**src/rtl/gpx_pkg.sv**
```systemverilog
package gpx_pkg;
   localparam int BYTE_W = 8;
   localparam int NPORT  = 2;
   localparam int NPIN   = BYTE_W * NPORT;

   typedef enum logic [1:0] {
      GRP_IN  = 2'd0,
      GRP_OUT = 2'd1,
      GRP_INV = 2'd2,
      GRP_DIR = 2'd3
   } reg_grp_e;

   typedef enum logic [2:0] {
      ST_IDLE, ST_RX, ST_ACK, ST_TX, ST_MACK
   } bus_st_e;
endpackage

```
**src/rtl/gpx_sync.sv**
```systemverilog
module gpx_sync #(
   parameter int         W       = 1,
   parameter int         STAGES  = 2,
   parameter logic [W-1:0] RST_VAL = '0
) (
   input  logic         clk,
   input  logic         rst_n,
   input  logic [W-1:0] d,
   output logic [W-1:0] q
);
   logic [W-1:0] chain [STAGES];

   if (STAGES < 2) begin : g_bad
      $error("gpx_sync needs at least two stages");
   end

   for (genvar s = 0; s < STAGES; s++) begin : g_stage
      always_ff @(posedge clk or negedge rst_n) begin
         if (!rst_n)      chain[s] <= RST_VAL;
         else if (s == 0) chain[s] <= d;
         else             chain[s] <= chain[(s == 0) ? 0 : s - 1];
      end
   end

   assign q = chain[STAGES-1];
endmodule

```
**src/rtl/gpx_i2c_tgt.sv**
```systemverilog
module gpx_i2c_tgt
   import gpx_pkg::*;
#(
   parameter logic [3:0] ADDR_HI     = 4'b0100,
   parameter int         SYNC_STAGES = 2
) (
   input  logic              clk,
   input  logic              rst_n,
   input  logic [2:0]        addr_sel,
   input  logic              scl_i,
   input  logic              sda_i,
   output logic              sda_oe,
   output logic              wr_en,
   output logic [2:0]        wr_sel,
   output logic [BYTE_W-1:0] wr_data,
   output logic              rd_req,
   output logic [2:0]        rd_sel,
   input  logic [BYTE_W-1:0] rd_data
);
   localparam int CNT_W = $clog2(BYTE_W + 1);
   localparam logic [CNT_W-1:0] LAST = CNT_W'(BYTE_W);

   logic scl_s, sda_s, scl_d, sda_d;
   logic scl_rise, scl_fall, start_c, stop_c;
   bus_st_e state;
   logic [CNT_W-1:0]  cnt;
   logic [BYTE_W-1:0] sr, tx;
   logic [2:0]        ptr;
   logic addr_ph, cmd_ph, is_read, mack_ok;

   gpx_sync #(.W(2), .STAGES(SYNC_STAGES), .RST_VAL(2'b11)) u_bus_sync (
      .clk(clk), .rst_n(rst_n), .d({scl_i, sda_i}), .q({scl_s, sda_s}));

   assign scl_rise = scl_s & ~scl_d;
   assign scl_fall = ~scl_s & scl_d;
   assign start_c  = scl_s & scl_d & sda_d & ~sda_s;
   assign stop_c   = scl_s & scl_d & ~sda_d & sda_s;

   assign rd_req = scl_fall && ((state == ST_ACK && is_read) ||
                                (state == ST_MACK && mack_ok));
   assign rd_sel = ptr;

   always_ff @(posedge clk or negedge rst_n) begin
      if (!rst_n) begin
         scl_d <= 1'b1; sda_d <= 1'b1;
         state <= ST_IDLE; cnt <= '0; sr <= '0; tx <= '0; ptr <= '0;
         addr_ph <= 1'b0; cmd_ph <= 1'b0; is_read <= 1'b0; mack_ok <= 1'b0;
         sda_oe <= 1'b0; wr_en <= 1'b0; wr_sel <= '0; wr_data <= '0;
      end else begin
         scl_d <= scl_s;
         sda_d <= sda_s;
         wr_en <= 1'b0;
         if (start_c) begin
            state <= ST_RX; cnt <= '0; addr_ph <= 1'b1; sda_oe <= 1'b0;
         end else if (stop_c) begin
            state <= ST_IDLE; sda_oe <= 1'b0;
         end else begin
            unique case (state)
               ST_RX: begin
                  if (scl_rise) begin
                     sr  <= {sr[BYTE_W-2:0], sda_s};
                     cnt <= cnt + 1'b1;
                  end else if (scl_fall && cnt == LAST) begin
                     cnt <= '0;
                     if (addr_ph) begin
                        addr_ph <= 1'b0;
                        if (sr[7:1] == {ADDR_HI, addr_sel}) begin
                           is_read <= sr[0]; cmd_ph <= ~sr[0];
                           state <= ST_ACK; sda_oe <= 1'b1;
                        end else begin
                           state <= ST_IDLE;
                        end
                     end else if (cmd_ph) begin
                        ptr <= sr[2:0]; cmd_ph <= 1'b0;
                        state <= ST_ACK; sda_oe <= 1'b1;
                     end else begin
                        wr_en <= 1'b1; wr_sel <= ptr; wr_data <= sr;
                        ptr[0] <= ~ptr[0];
                        state <= ST_ACK; sda_oe <= 1'b1;
                     end
                  end
               end
               ST_ACK: begin
                  if (scl_fall) begin
                     cnt <= '0;
                     if (is_read) begin
                        tx <= rd_data; sda_oe <= ~rd_data[BYTE_W-1];
                        ptr[0] <= ~ptr[0]; state <= ST_TX;
                     end else begin
                        sda_oe <= 1'b0; state <= ST_RX;
                     end
                  end
               end
               ST_TX: begin
                  if (scl_rise) cnt <= cnt + 1'b1;
                  else if (scl_fall) begin
                     if (cnt == LAST) begin
                        sda_oe <= 1'b0; state <= ST_MACK;
                     end else begin
                        tx <= {tx[BYTE_W-2:0], 1'b0};
                        sda_oe <= ~tx[BYTE_W-2];
                     end
                  end
               end
               ST_MACK: begin
                  if (scl_rise) mack_ok <= ~sda_s;
                  else if (scl_fall) begin
                     cnt <= '0;
                     if (mack_ok) begin
                        tx <= rd_data; sda_oe <= ~rd_data[BYTE_W-1];
                        ptr[0] <= ~ptr[0]; state <= ST_TX;
                     end else begin
                        state <= ST_IDLE;
                     end
                  end
               end
               default: ;
            endcase
         end
      end
   end

   // the line is never pulled while the interface is idle
   assert_sda_idle_R10: assert property (@(posedge clk) disable iff (!rst_n)
      (state == ST_IDLE) |-> !sda_oe);

   // a STOP always leaves the line released
   assert_stop_release_R10: assert property (@(posedge clk) disable iff (!rst_n)
      stop_c |=> !sda_oe);
endmodule

```
**src/rtl/gpx_regs.sv**
```systemverilog
module gpx_regs
   import gpx_pkg::*;
#(
   parameter int SYNC_STAGES = 2
) (
   input  logic              clk,
   input  logic              rst_n,
   input  logic [NPIN-1:0]   pin_in,
   input  logic              wr_en,
   input  logic [2:0]        wr_sel,
   input  logic [BYTE_W-1:0] wr_data,
   input  logic              rd_req,
   input  logic [2:0]        rd_sel,
   output logic [BYTE_W-1:0] rd_data,
   output logic [NPIN-1:0]   pin_out,
   output logic [NPIN-1:0]   pin_oe,
   output logic              int_n
);
   logic [NPORT-1:0][BYTE_W-1:0] pin_s, out_all, inv_all, dir_all, in_all, diff;

   gpx_sync #(.W(NPIN), .STAGES(SYNC_STAGES)) u_pin_sync (
      .clk(clk), .rst_n(rst_n), .d(pin_in), .q(pin_s));

   for (genvar p = 0; p < NPORT; p++) begin : g_port
      logic [BYTE_W-1:0] out_q, inv_q, dir_q, in_q;
      logic hit_w, hit_c;
      assign hit_w = wr_en && (wr_sel[0] == 1'(p));
      assign hit_c = rd_req && (rd_sel == {GRP_IN, 1'(p)});

      always_ff @(posedge clk or negedge rst_n) begin
         if (!rst_n) begin
            out_q <= '1; inv_q <= '0; dir_q <= '1; in_q <= '0;
         end else begin
            if (hit_w) begin
               unique case (reg_grp_e'(wr_sel[2:1]))
                  GRP_OUT: out_q <= wr_data;
                  GRP_INV: inv_q <= wr_data;
                  GRP_DIR: dir_q <= wr_data;
                  default: ;
               endcase
            end
            if (hit_c) in_q <= pin_s[p];
         end
      end

      assign out_all[p] = out_q;
      assign inv_all[p] = inv_q;
      assign dir_all[p] = dir_q;
      assign in_all[p]  = in_q;
      assign diff[p]    = (pin_s[p] ^ in_q) & dir_q;
      assign pin_out[p*BYTE_W +: BYTE_W] = out_q;
      assign pin_oe[p*BYTE_W +: BYTE_W]  = ~dir_q;
   end

   always_comb begin
      unique case (reg_grp_e'(rd_sel[2:1]))
         GRP_IN:  rd_data = pin_s[rd_sel[0]] ^ inv_all[rd_sel[0]];
         GRP_OUT: rd_data = out_all[rd_sel[0]];
         GRP_INV: rd_data = inv_all[rd_sel[0]];
         default: rd_data = dir_all[rd_sel[0]];
      endcase
   end

   always_ff @(posedge clk or negedge rst_n) begin
      if (!rst_n) int_n <= 1'b1;
      else        int_n <= ~|diff;
   end

   // the captured input value only moves on a read of an input port
   assert_capture_on_read_R8: assert property (@(posedge clk) disable iff (!rst_n)
      !(rd_req && rd_sel[2:1] == GRP_IN) |=> $stable(in_all));

   // a write aimed at an input register leaves every writable register alone
   assert_input_write_ignored_R9: assert property (@(posedge clk) disable iff (!rst_n)
      (wr_en && wr_sel[2:1] == GRP_IN) |=> $stable({out_all, inv_all, dir_all}));

   // pad direction only changes after a direction write
   assert_dir_by_write_R3: assert property (@(posedge clk) disable iff (!rst_n)
      !(wr_en && wr_sel[2:1] == GRP_DIR) |=> $stable(pin_oe));

   // no interrupt while no pin was configured as an input
   assert_int_needs_input_R7: assert property (@(posedge clk) disable iff (!rst_n)
      !int_n |-> $past(|dir_all));
endmodule

```
**src/rtl/gpio_expander_i2c.sv**
```systemverilog
module gpio_expander_i2c
   import gpx_pkg::*;
#(
   parameter logic [3:0] ADDR_HI     = 4'b0100,
   parameter int         SYNC_STAGES = 2
) (
   input  logic            clk,
   input  logic            rst_n,
   input  logic [2:0]      addr_sel,
   input  logic            scl_i,
   input  logic            sda_i,
   output logic            sda_oe,
   input  logic [NPIN-1:0] pin_in,
   output logic [NPIN-1:0] pin_out,
   output logic [NPIN-1:0] pin_oe,
   output logic            int_n
);
   logic              wr_en, rd_req;
   logic [2:0]        wr_sel, rd_sel;
   logic [BYTE_W-1:0] wr_data, rd_data;

   if (SYNC_STAGES < 2 || SYNC_STAGES > 4) begin : g_bad_sync
      $error("SYNC_STAGES must be 2..4");
   end

   gpx_i2c_tgt #(.ADDR_HI(ADDR_HI), .SYNC_STAGES(SYNC_STAGES)) u_tgt (
      .clk(clk), .rst_n(rst_n), .addr_sel(addr_sel), .scl_i(scl_i), .sda_i(sda_i),
      .sda_oe(sda_oe), .wr_en(wr_en), .wr_sel(wr_sel), .wr_data(wr_data),
      .rd_req(rd_req), .rd_sel(rd_sel), .rd_data(rd_data));

   gpx_regs #(.SYNC_STAGES(SYNC_STAGES)) u_regs (
      .clk(clk), .rst_n(rst_n), .pin_in(pin_in), .wr_en(wr_en), .wr_sel(wr_sel),
      .wr_data(wr_data), .rd_req(rd_req), .rd_sel(rd_sel), .rd_data(rd_data),
      .pin_out(pin_out), .pin_oe(pin_oe), .int_n(int_n));
endmodule

```
**config.mk**
```make
export PLATFORM = sky130hd
export DESIGN_NAME = gpio_expander_i2c
export DESIGN_NICKNAME = d
export VERILOG_FILES = /design/src/rtl/gpx_pkg.sv /design/src/rtl/gpx_sync.sv /design/src/rtl/gpx_i2c_tgt.sv /design/src/rtl/gpx_regs.sv /design/src/rtl/gpio_expander_i2c.sv
export SDC_FILE = /design/constraint.sdc
export NUM_CORES = 1
export LEC_CHECK = 0
export BUFFER_PORTS_ARGS = -buffer_cell sky130_fd_sc_hd__buf_2
export CELL_PAD_IN_SITES_DETAIL_PLACEMENT = 0
export CELL_PAD_IN_SITES_GLOBAL_PLACEMENT = 2
export CORE_AREA = 4 4 162 148
export CTS_CLUSTER_SIZE = 28
export DETAILED_ROUTE_END_ITERATION = 8
export DIE_AREA = 0 0 166 152
export GPL_TIMING_DRIVEN = 0
export HOLD_SLACK_MARGIN = 0.06
export PLACE_DENSITY_LB_ADDON = 0.1
export REMOVE_ABC_BUFFERS = 1
export SLEW_MARGIN = 5
export SYNTH_ARGS = -nofsm -noshare
export SYNTH_HDL_FRONTEND = slang
export SYNTH_SLANG_ARGS = --single-unit
```
**constraint.sdc**
```tcl
create_clock -name clk -period 2.6 [get_ports clk]
set_input_delay 0.39 -clock clk [delete_from_list [all_inputs] [get_ports clk]]
set_output_delay 0.39 -clock clk [all_outputs]
set_load 0.005 [all_outputs]
```
==> flow_summary.yaml <==
global_route:
  grt_pass1_vias: 4784
  grt_pass1_wl_um: 28300
  track_usage_pct: 14.4
  grt_overflow_total: 0
  grt_max_degree: 76
  antenna_found_initial: 0
power:
  p_leak_uw: 0.00347
  pwr-share-comb_pct: 12.3
  swShare_pct: 28.8
  power.internal_uw: 4100
  p_per_area_nw_per_um2: 718
  p_sw_uw: 1660
  p_clk_share_pct: 41.7
  ir_drop_mv: 0.360
  seqPwrFrac_pct: 45.9
sta:
  finalCriticalPeriod_ns: 2.34
  rsz0062_at_grt: "false"
  period_share_pct: 90.1
  skew_ns: 0.0128
  whs_ns: 0.0815
  fin_setup_tns_ns: 0
  drv_slew: 0
  setup_viol: 0
  maxSlewHeadroom_pct: 36.1
  final_hold_viol_count: 0
  worstMarginPinSlew_ns: 0.953
  fmax_mhz: 427
clock_tree:
  clk_latency_ns: 0.42
  cts_tree: "done"
  root_buffer: "clkbuf_16"
  cts_made_buffers: 17
  cts_max_path_buffers: 2
  clk_transition_reported_paths_ns: 0.07
  clock_sinks: 145
  ctsHtreeMaxLevel: 4
placed_design:
  routabilityCongestion: 0.746
  hpwl_um: 12000
  io_buffers: 56
logic_synthesis:
  ys_ff_latch: 145
  async_reset_ff_share_pct: 100
  ys_seq_area_share_pct: 55.7
  syn_area_sq_um: 6600
  ys_warn_count: 0
  synthDistinctLibCells: 57
  synth_top_area_cell: "dfrtp_1"
  ys.flop_type: "dfrtp_1"
  synth_cells: 524
  syn_area_per_cell_sq_um: 12.6
  synthTopCellsByArea: "dfrtp_1 40%, dfstp_2 16%, mux2_2 14%"
  synth_enable_flop_cells: 0
  synth.top_cell.area_share_pct: 40.2
layout:
  nNetsFinal: 623
  final_cell_mix: "104 x dfrtp_1, 84 x mux2_2, 55 x buf_2"
  area_delta_synth_final_pct: 21.6
  n_fill_cell: 2177
  final_common_cell: "dfrtp_1"
  diodes: 0
  layout-drive-gt1-share_pct: 41.4
floorplanning:
  die_width_um: 166
  start_util_pct: 29.6
  core_sq_um: 22300
  dieArea_sq_um: 25200
  io_pins: 57
  die_h_um: 152
  row_count: 52
drt:
  drcViolationCount: 0
  drtIter0Drc: 240
  viasPerCell: 4.88
  routed_wl_um: 17600
  drtPass1Iterations: 4
  postRouteAntennaNets: 0
  wl_per_cell_um: 19.4
  vias: 4430
setup_path:
  reg2regPathDepth: 6
  reg2reg_to: "u_regs.g_port[0].in_q[1]"
  r2r_start: "u_tgt.state[1]"
  crit_end: "u_regs.g_port[0].in_q[1]"
  cp-end-kind: "register"
  crit_required_ns: 2.90
  crit_type: "register to register"
  critPathLaunchType: "register"
  arrival_ns: 2.64
  rrSetupSlack_ns: 0.26
  cp_max_fo: 15
  crit_start: "u_tgt.state[1]"
hold_path:
  whs_path_depth: 1
  hold_path_class: "input port to register"
flow_run:
  drv_cap: 0
run_status:
  status: "completed"
-- logic make-up after synthesis --
kind of cell | after synthesis | synth area share, %
flip-flops | 145 | 55.7
XOR/XNOR | 20 | 2.65
multiplexers | 103 | 19.5
AO/OA/AOI/OAI | 89 | 8.77
buffers and inverters | 45 | 3.20
AND/OR/NAND/NOR | 120 | 9.80
adder cells (fa/ha/maj) | 2 | 0.379
-- sequential cells by signal (all words and copies together), names as in the netlist, 4 cells and up --
| name | cells |
|---|---|
| u_regs.g_port.dir_q | 16 |
| u_regs.g_port.in_q | 16 |
| u_regs.g_port.inv_q | 16 |
| u_regs.g_port.out_q | 16 |
| u_regs.u_pin_sync.chain | 16 |
| u_regs.u_pin_sync.q | 16 |
| u_tgt.sr | 8 |
| u_tgt.wr_data | 8 |
| u_tgt.tx | 7 |
| u_tgt.cnt | 4 |
-- power by group through the flow --
stage               logic [uW]  registers [uW]  clock network [uW]
floorplan                  398            2640                   0
global placement           587            2750                   0
detailed placement         702            2690                   0
CTS                        723            2650                2490
global route               793            2680                2580
finish                     710            2650                2410
-- synthesized netlist by cell type, types with 10 or more instances --
| library cell | n |
|---|---|
| a21oi_1 | 19 |
| buf_2 | 11 |
| clkbuf_1 | 10 |
| dfrtp_1 | 106 |
| dfstp_2 | 39 |
| inv_1 | 20 |
| mux2_2 | 84 |
| nand2_1 | 41 |
| nand3_1 | 14 |
| nor2_1 | 15 |
| o21ai_0 | 24 |
| o22ai_1 | 15 |
| xnor2_1 | 15 |
-- area by class of cell --
| class | count | area [sq um] | share of cell area, % |
|---|---|---|---|
| Timing Repair Buffer | 79 | 564 | 7.03 |
| Tap cell | 297 | 372 | 4.63 |
| Sequential cell | 145 | 3680 | 45.8 |
| Multi-Input combinational cell | 334 | 2760 | 34.3 |
| Clock buffer | 18 | 429 | 5.35 |
| Clock inverter | 14 | 145 | 1.81 |
| Inverter | 21 | 83.8 | 1.04 |
-- critical path: stages, from the launching register on --
cell	delay, ns
dfrtp_1	0.62
nor2b_1	0.27
nand2_1	0.11
a21oi_1	0.26
nand3_1	0.16
nor2_4	0.42
mux2_2	0.39
-- worst min-delay path by stage --
stage	slack [ns]	startpoint	endpoint
3_5_place_dp	0.34	u_regs.u_pin_sync.chain[19]	u_regs.u_pin_sync.q[3]
5_1_grt	0.06	pin_in[0]	u_regs.u_pin_sync.chain[16]
4_1_cts	0.06	pin_in[1]	u_regs.u_pin_sync.chain[17]
2_1_floorplan	0.09	rst_n	u_regs.g_port[0].in_q[0]
6_report	0.08	pin_in[4]	u_regs.u_pin_sync.chain[20]
3_3_place_gp	0.33	u_regs.u_pin_sync.chain[23]	u_regs.u_pin_sync.q[7]
-- timing repair --
| action | CTS | global route |
|---|---|---|
| setup endpoints to repair | 18 | 10 |
| resized for setup | 1 | 3 |
| setup buffers | 4 | 0 |
| hold endpoints to repair | 62 | 2 |
| hold buffers | 13 | 2 |
| pin swaps | 2 | 0 |
-- routing by layer --
metal | part of all wire, % | vias to the layer above | routed length (um) | GRT usage [%]
met5 | 0 | - | 0 | 0
met4 | 2.3 | 0 | 397 | 5.03
met1 | 49 | 2278 | 8670 | 20.0
met3 | 3.6 | 25 | 640 | 3.64
met2 | 45 | 84 | 7910 | 22.0
li1 | - | 2043 | - | -
-- through the flow --
step | power (uW) | worst slack, ns | area [sq um] | cells | util, %
2_1_floorplan | 3040 | 0.297 | 6480 | 500 | -
3_3_place_gp | 3340 | -1.08 | 7130 | 853 | 31.9
3_5_place_dp | 3390 | -0.154 | 7250 | 857 | 32.5
4_1_cts | 5860 | 0.0404 | 8000 | 906 | 35.8
5_1_grt | 6060 | 0.0416 | 8030 | 908 | 36.0
6_report | 5760 | 0.258 | 8030 | 908 | 36.0
No activity file was read; power rests on OpenSTA's default activity.
